## src/rtl/eoi_acc_pkg.sv

```systemverilog
package eoi_acc_pkg;
  localparam int EL_W = 2;
  localparam int EC_W = 6;

  typedef struct packed {
    logic undef;
    logic trap;
    logic virt;
    logic wr;
    logic [EL_W-1:0] tgt;
  } eoi_dec_t;

  typedef struct packed {
    logic feat;
    logic el3_has;
    logic el2_on;
    logic en_el1;
    logic en_el2;
    logic en_el3;
    logic hyp_tg0;
    logic hyp_fiq;
    logic mon_fiq;
    logic sdd_prio;
    logic sdd_undef;
  } eoi_ctl_t;

  function automatic eoi_dec_t dec_undef();
    eoi_dec_t d;
    d = '0;
    d.undef = 1'b1;
    return d;
  endfunction

  function automatic eoi_dec_t dec_trap(input logic [EL_W-1:0] lvl);
    eoi_dec_t d;
    d = '0;
    d.trap = 1'b1;
    d.tgt  = lvl;
    return d;
  endfunction

  function automatic eoi_dec_t dec_virt();
    eoi_dec_t d;
    d = '0;
    d.virt = 1'b1;
    return d;
  endfunction

  function automatic eoi_dec_t dec_write();
    eoi_dec_t d;
    d = '0;
    d.wr = 1'b1;
    return d;
  endfunction
endpackage

```

## src/rtl/eoi_enc_match.sv

```systemverilog
module eoi_enc_match #(
  parameter logic [1:0] OP0 = 2'b11,
  parameter logic [2:0] OP1 = 3'b000,
  parameter logic [3:0] CRN = 4'b1100,
  parameter logic [3:0] CRM = 4'b1000,
  parameter logic [2:0] OP2 = 3'b001
) (
  input  logic [1:0] op0,
  input  logic [2:0] op1,
  input  logic [3:0] crn,
  input  logic [3:0] crm,
  input  logic [2:0] op2,
  output logic       hit
);
  localparam int ENC_W = 16;
  localparam logic [ENC_W-1:0] ENC_REF = {OP0, OP1, CRN, CRM, OP2};

  logic [ENC_W-1:0] enc;

  always_comb begin
    enc = {op0, op1, crn, crm, op2};
    hit = (enc == ENC_REF);
  end
endmodule

```

## src/rtl/eoi_rule_eval.sv

```systemverilog
module eoi_rule_eval
  import eoi_acc_pkg::*;
#(
  parameter int LEVEL = 1
) (
  input  eoi_ctl_t ctl,
  output eoi_dec_t dec
);
  localparam logic [EL_W-1:0] TGT_L1 = EL_W'(1);
  localparam logic [EL_W-1:0] TGT_L2 = EL_W'(2);
  localparam logic [EL_W-1:0] TGT_L3 = EL_W'(3);

  logic undef_first;
  logic mon_route;

  always_comb begin
    undef_first = ctl.el3_has & ctl.sdd_prio & ctl.mon_fiq;
    mon_route   = ctl.el3_has & ctl.mon_fiq;
  end

  generate
    if (LEVEL == 1) begin : g_l1
      always_comb begin
        if (!ctl.feat)                      dec = dec_undef();
        else if (undef_first)               dec = dec_undef();
        else if (!ctl.en_el1)               dec = dec_trap(TGT_L1);
        else if (ctl.el2_on && ctl.hyp_tg0) dec = dec_trap(TGT_L2);
        else if (ctl.el2_on && ctl.hyp_fiq) dec = dec_virt();
        else if (mon_route)                 dec = ctl.sdd_undef ? dec_undef() : dec_trap(TGT_L3);
        else                                dec = dec_write();
      end
    end else if (LEVEL == 2) begin : g_l2
      always_comb begin
        if (!ctl.feat)          dec = dec_undef();
        else if (undef_first)   dec = dec_undef();
        else if (!ctl.en_el2)   dec = dec_trap(TGT_L2);
        else if (mon_route)     dec = ctl.sdd_undef ? dec_undef() : dec_trap(TGT_L3);
        else                    dec = dec_write();
      end
    end else if (LEVEL == 3) begin : g_l3
      always_comb begin
        if (!ctl.feat)          dec = dec_undef();
        else if (!ctl.en_el3)   dec = dec_trap(TGT_L3);
        else                    dec = dec_write();
      end
    end else begin : g_l0
      always_comb dec = dec_undef();
    end
  endgenerate
endmodule

```

## src/rtl/eoi_dec_reg.sv

```systemverilog
module eoi_dec_reg
  import eoi_acc_pkg::*;
#(
  parameter int             ECW     = EC_W,
  parameter logic [ECW-1:0] TRAP_EC = ECW'(8'h18)
) (
  input  logic            clk,
  input  logic            rst,
  input  logic            in_valid,
  input  eoi_dec_t        in_dec,
  output logic            out_valid,
  output logic [3:0]      out_outcome,
  output logic [EL_W-1:0] out_tgt,
  output logic [ECW-1:0]  out_ec
);
  always_ff @(posedge clk) begin
    if (rst) begin
      out_valid   <= 1'b0;
      out_outcome <= '0;
      out_tgt     <= '0;
      out_ec      <= '0;
    end else begin
      out_valid <= in_valid;
      if (in_valid) begin
        out_outcome <= {in_dec.undef, in_dec.trap, in_dec.virt, in_dec.wr};
        out_tgt     <= in_dec.trap ? in_dec.tgt : '0;
        out_ec      <= in_dec.trap ? TRAP_EC : '0;
      end else begin
        out_outcome <= '0;
        out_tgt     <= '0;
        out_ec      <= '0;
      end
    end
  end
endmodule

```

## src/rtl/eoi_access_gate.sv

```systemverilog
module eoi_access_gate
  import eoi_acc_pkg::*;
#(
  parameter int NUM_EL = 4
) (
  input  logic            clk,
  input  logic            rst,
  input  logic            req_valid,
  input  logic [1:0]      op0,
  input  logic [2:0]      op1,
  input  logic [3:0]      crn,
  input  logic [3:0]      crm,
  input  logic [2:0]      op2,
  input  logic [EL_W-1:0] cur_el,
  input  logic            feat_present,
  input  logic            el3_present,
  input  logic            el2_enabled,
  input  logic            acc_en_el1,
  input  logic            acc_en_el2,
  input  logic            acc_en_el3,
  input  logic            hyp_trap_g0,
  input  logic            hyp_fiq_route,
  input  logic            mon_fiq_route,
  input  logic            sdd_undef_prio,
  input  logic            sdd_undef,
  output logic            rsp_valid,
  output logic [3:0]      rsp_outcome,
  output logic [EL_W-1:0] rsp_target_el,
  output logic [EC_W-1:0] rsp_ec
);
  logic     enc_hit;
  eoi_ctl_t ctl;
  eoi_dec_t lvl_dec [NUM_EL];
  eoi_dec_t sel_dec;

  eoi_enc_match u_match (
    .op0 (op0),
    .op1 (op1),
    .crn (crn),
    .crm (crm),
    .op2 (op2),
    .hit (enc_hit)
  );

  always_comb begin
    ctl.feat      = feat_present;
    ctl.el3_has   = el3_present;
    ctl.el2_on    = el2_enabled;
    ctl.en_el1    = acc_en_el1;
    ctl.en_el2    = acc_en_el2;
    ctl.en_el3    = acc_en_el3;
    ctl.hyp_tg0   = hyp_trap_g0;
    ctl.hyp_fiq   = hyp_fiq_route;
    ctl.mon_fiq   = mon_fiq_route;
    ctl.sdd_prio  = sdd_undef_prio;
    ctl.sdd_undef = sdd_undef;
  end

  for (genvar g = 0; g < NUM_EL; g++) begin : g_lvl
    eoi_rule_eval #(.LEVEL(g)) u_eval (
      .ctl (ctl),
      .dec (lvl_dec[g])
    );
  end

  always_comb sel_dec = lvl_dec[cur_el];

  eoi_dec_reg u_reg (
    .clk         (clk),
    .rst         (rst),
    .in_valid    (req_valid & enc_hit),
    .in_dec      (sel_dec),
    .out_valid   (rsp_valid),
    .out_outcome (rsp_outcome),
    .out_tgt     (rsp_target_el),
    .out_ec      (rsp_ec)
  );
endmodule

```

## config.mk

```make
export PLATFORM = sky130hd
export DESIGN_NAME = eoi_access_gate
export DESIGN_NICKNAME = d
export VERILOG_FILES = /design/src/rtl/eoi_acc_pkg.sv /design/src/rtl/eoi_enc_match.sv /design/src/rtl/eoi_rule_eval.sv /design/src/rtl/eoi_dec_reg.sv /design/src/rtl/eoi_access_gate.sv
export SDC_FILE = /design/constraint.sdc
export NUM_CORES = 1
export LEC_CHECK = 0
export BUFFER_PORTS_ARGS = -buffer_cell sky130_fd_sc_hd__buf_2
export CAP_MARGIN = 10
export CORE_MARGIN = 3
export CORE_UTILIZATION = 35
export CTS_CLUSTER_SIZE = 24
export DETAILED_ROUTE_END_ITERATION = 6
export PLACE_DENSITY_LB_ADDON = 0.1
export SYNTH_ARGS = -nofsm -noshare
export SYNTH_HDL_FRONTEND = slang
export SYNTH_SLANG_ARGS = --single-unit
```

## constraint.sdc

```tcl
create_clock -name clk -period 1.6 [get_ports clk]
set_input_delay 0.32 -clock clk [delete_from_list [all_inputs] [get_ports clk]]
set_output_delay 0.32 -clock clk [all_outputs]
set_load 0.01 [all_outputs]
```

==> flow_summary.yaml <==
grt:
  grt_overflow: 0
  grt_usage: 0.126
  grt_max_degree: 10
  grt_pass1_vias: 488
  antenna_found_initial: 0
  grt_pass1_wl_um: 1870
floorplan:
  ioPinCount: 45
  die_y_um: 43.5
  start_util: 0.405
  core_sq_um: 1220
  dieArea_sq_um: 1890
  rows: 12
  die_w_um: 43.5
detailed_routing:
  ant_nets: 0
  first_iter_violations: 8
  viasPerCell: 4.90
  drc: 0
  dr_total_vias: 568
  firstDrtPassIters: 4
  routed_wl_um: 1190
  wl_per_cell_um: 10.3
yosys:
  yosys_warnings: 0
  synth_commonest_cells: "dfxtp_1, nand2_1, buf_4"
  synthDistinctLibCells: 31
  synth_top_area_frac: 0.284
  ys_ff_latch: 7
  synth_area_sq_um: 493
  avgSynthCellArea_sq_um: 8.08
  yosys.area.top_type: "dfxtp_1"
  ys_seq_area_frac: 0.284
  synth_edf_count: 0
  async_reset_ff_frac: 0
  synth_cells: 61
  synthTopCellsByArea: "dfxtp_1, buf_4, nand2_1, o21ai_0, nor4b_1"
  synth-main-ff-cell: "dfxtp_1"
power_and_ir_drop:
  clockPowerShare: 0.369
  p_leak_nw: 0.375
  sw_frac_of_total: 0.245
  peakVddDrop_mv: 0.161
  p_seq_frac: 0.418
  p_sw_mw: 0.102
  p_per_area_nw_per_um2: 591
  pwr-share-comb: 0.213
  internal_power_mw: 0.316
sta:
  whs_ns: 0.272
  setup_tns_ns: 0
  setup_viol: 0
  fin_crit_ns: 1.43
  fmaxAchievable_ghz: 0.697
  fin_crit_sh: 0.897
  drv_slew: 0
  rsz0062_at_grt: "no"
  hold_viol_final: 0
outcome:
  status: "completed"
clock_tree:
  htree_levels: 1
  cts_sinks: 7
  cts_tree: "built"
  cts_hold_buf: 0
  clk_root_buffer_cell: "clkbuf_4"
  clockBufferDepth: 2
  post_cts_resize_count: 0
  clkTransAtPathRegs_ns: 0.05
  cts_setup_buffers: 0
  cts_inserted_buffers: 3
worst_setup_path:
  cp_data_required_time_ns: 1.75
  startpoint_type: "primary input"
  end_kind: "flop"
  critical_path_class: "in -> reg"
  cp_max_fo: 7
  critical_path_arrival_ns: 1.58
final_layout:
  post-route-util: 0.581
  drive_gt1_frac: 0.471
  area_growth_pct: 43.4
  n_antenna_cell: 0
  fin_nets: 135
run:
  max-cap-violations: 0
placed_design:
  portBuffers: 40
  dpl.hpwl_um: 1070
  gp_congestion: 0.761
worst_hold_path:
  worstHoldPathType: "in -> reg"
  min_path_cells: 2
## final timing paths
| kind | startpoint | end | slack [ns] |
|---|---|---|---|
| max | op2[1] | u_reg.out_outcome[0] | 0.17 |
| min | hyp_trap_g0 | u_reg.out_outcome[1] | 0.27 |
## critical path, stage by stage
cell	delay [ns]
buf_2	0.10
or4b_4	0.52
nor3_2	0.14
nand4_2	0.20
nor3b_1	0.30
## power by group through the flow
stage | Combinational (mW) | Sequential (mW) | Clock, mW
finish | 0.0890 | 0.175 | 0.154
detailed placement | 0.0889 | 0.178 | 0
CTS | 0.0890 | 0.175 | 0.162
floorplan | 0.0464 | 0.178 | 0
global placement | 0.0881 | 0.178 | 0
global route | 0.100 | 0.174 | 0.174
## per-layer routing
metal | up-vias | track usage | routed length (um)
met5 | - | 0 | 0
met4 | 0 | 0.0723 | 0
met3 | 0 | 0.0124 | 84
li1 | 297 | - | -
met1 | 252 | 0.147 | 480
met2 | 19 | 0.221 | 627
## cells by family (layout without fill, tap and decap cells)
kind of cell,Yosys count,after routing,synth area share
AOI/OAI and AO/OA,16,16,0.208
other,1,4,0.00761
and+or+nand+nor,27,27,0.378
buffers and inverters,10,48,0.122
DFF,7,7,0.284
## placed cells by master, fill, tap and decap left out
cell,n
a211oi_1,1
a21o_1,1
a21oi_1,3
a221oi_1,1
a22oi_1,1
a32oi_1,1
and2_1,1
and3_1,2
and4b_1,1
buf_2,40
buf_4,1
clkbuf_1,1
clkbuf_4,3
conb_1,4
dfxtp_1,7
inv_1,3
nand2_1,7
nand2b_1,1
nand3_1,2
nand3b_1,1
nand4_2,1
nor2_1,1
nor2b_1,2
nor3_1,1
nor3_2,1
nor3b_1,1
nor4b_1,2
nor4b_2,1
nor4bb_1,1
o21a_1,1
o21ai_0,5
o31ai_1,2
or4b_4,1
## sequential cells by signal, summed over array words and instances (netlist names)
name and cells:
u_reg.out_tgt 2, u_reg.out_valid 1, u_reg.out_outcome 4
## per-stage QoR
step / instances / total power [mW] / worst slack (ns) / instance area, sq um
2_1_floorplan: 64 / 0.225 / 0.137 / 504
4_1_cts: 116 / 0.426 / 0.152 / 707
3_3_place_gp: 112 / 0.266 / -0.0153 / 681
6_report: 116 / 0.418 / 0.165 / 707
3_5_place_dp: 112 / 0.267 / -0.102 / 681
5_1_grt: 116 / 0.449 / 0.0483 / 707
## area by class of cell
type | count | area, sq um
fillers | 125 | 509
flip-flops and latches | 7 | 140
well taps | 14 | 17.5
multi-input cells | 47 | 304
repair buffers | 41 | 208
clock buffers | 4 | 26.3
inverters | 3 | 11.3
(Power assumes the default switching activity.)
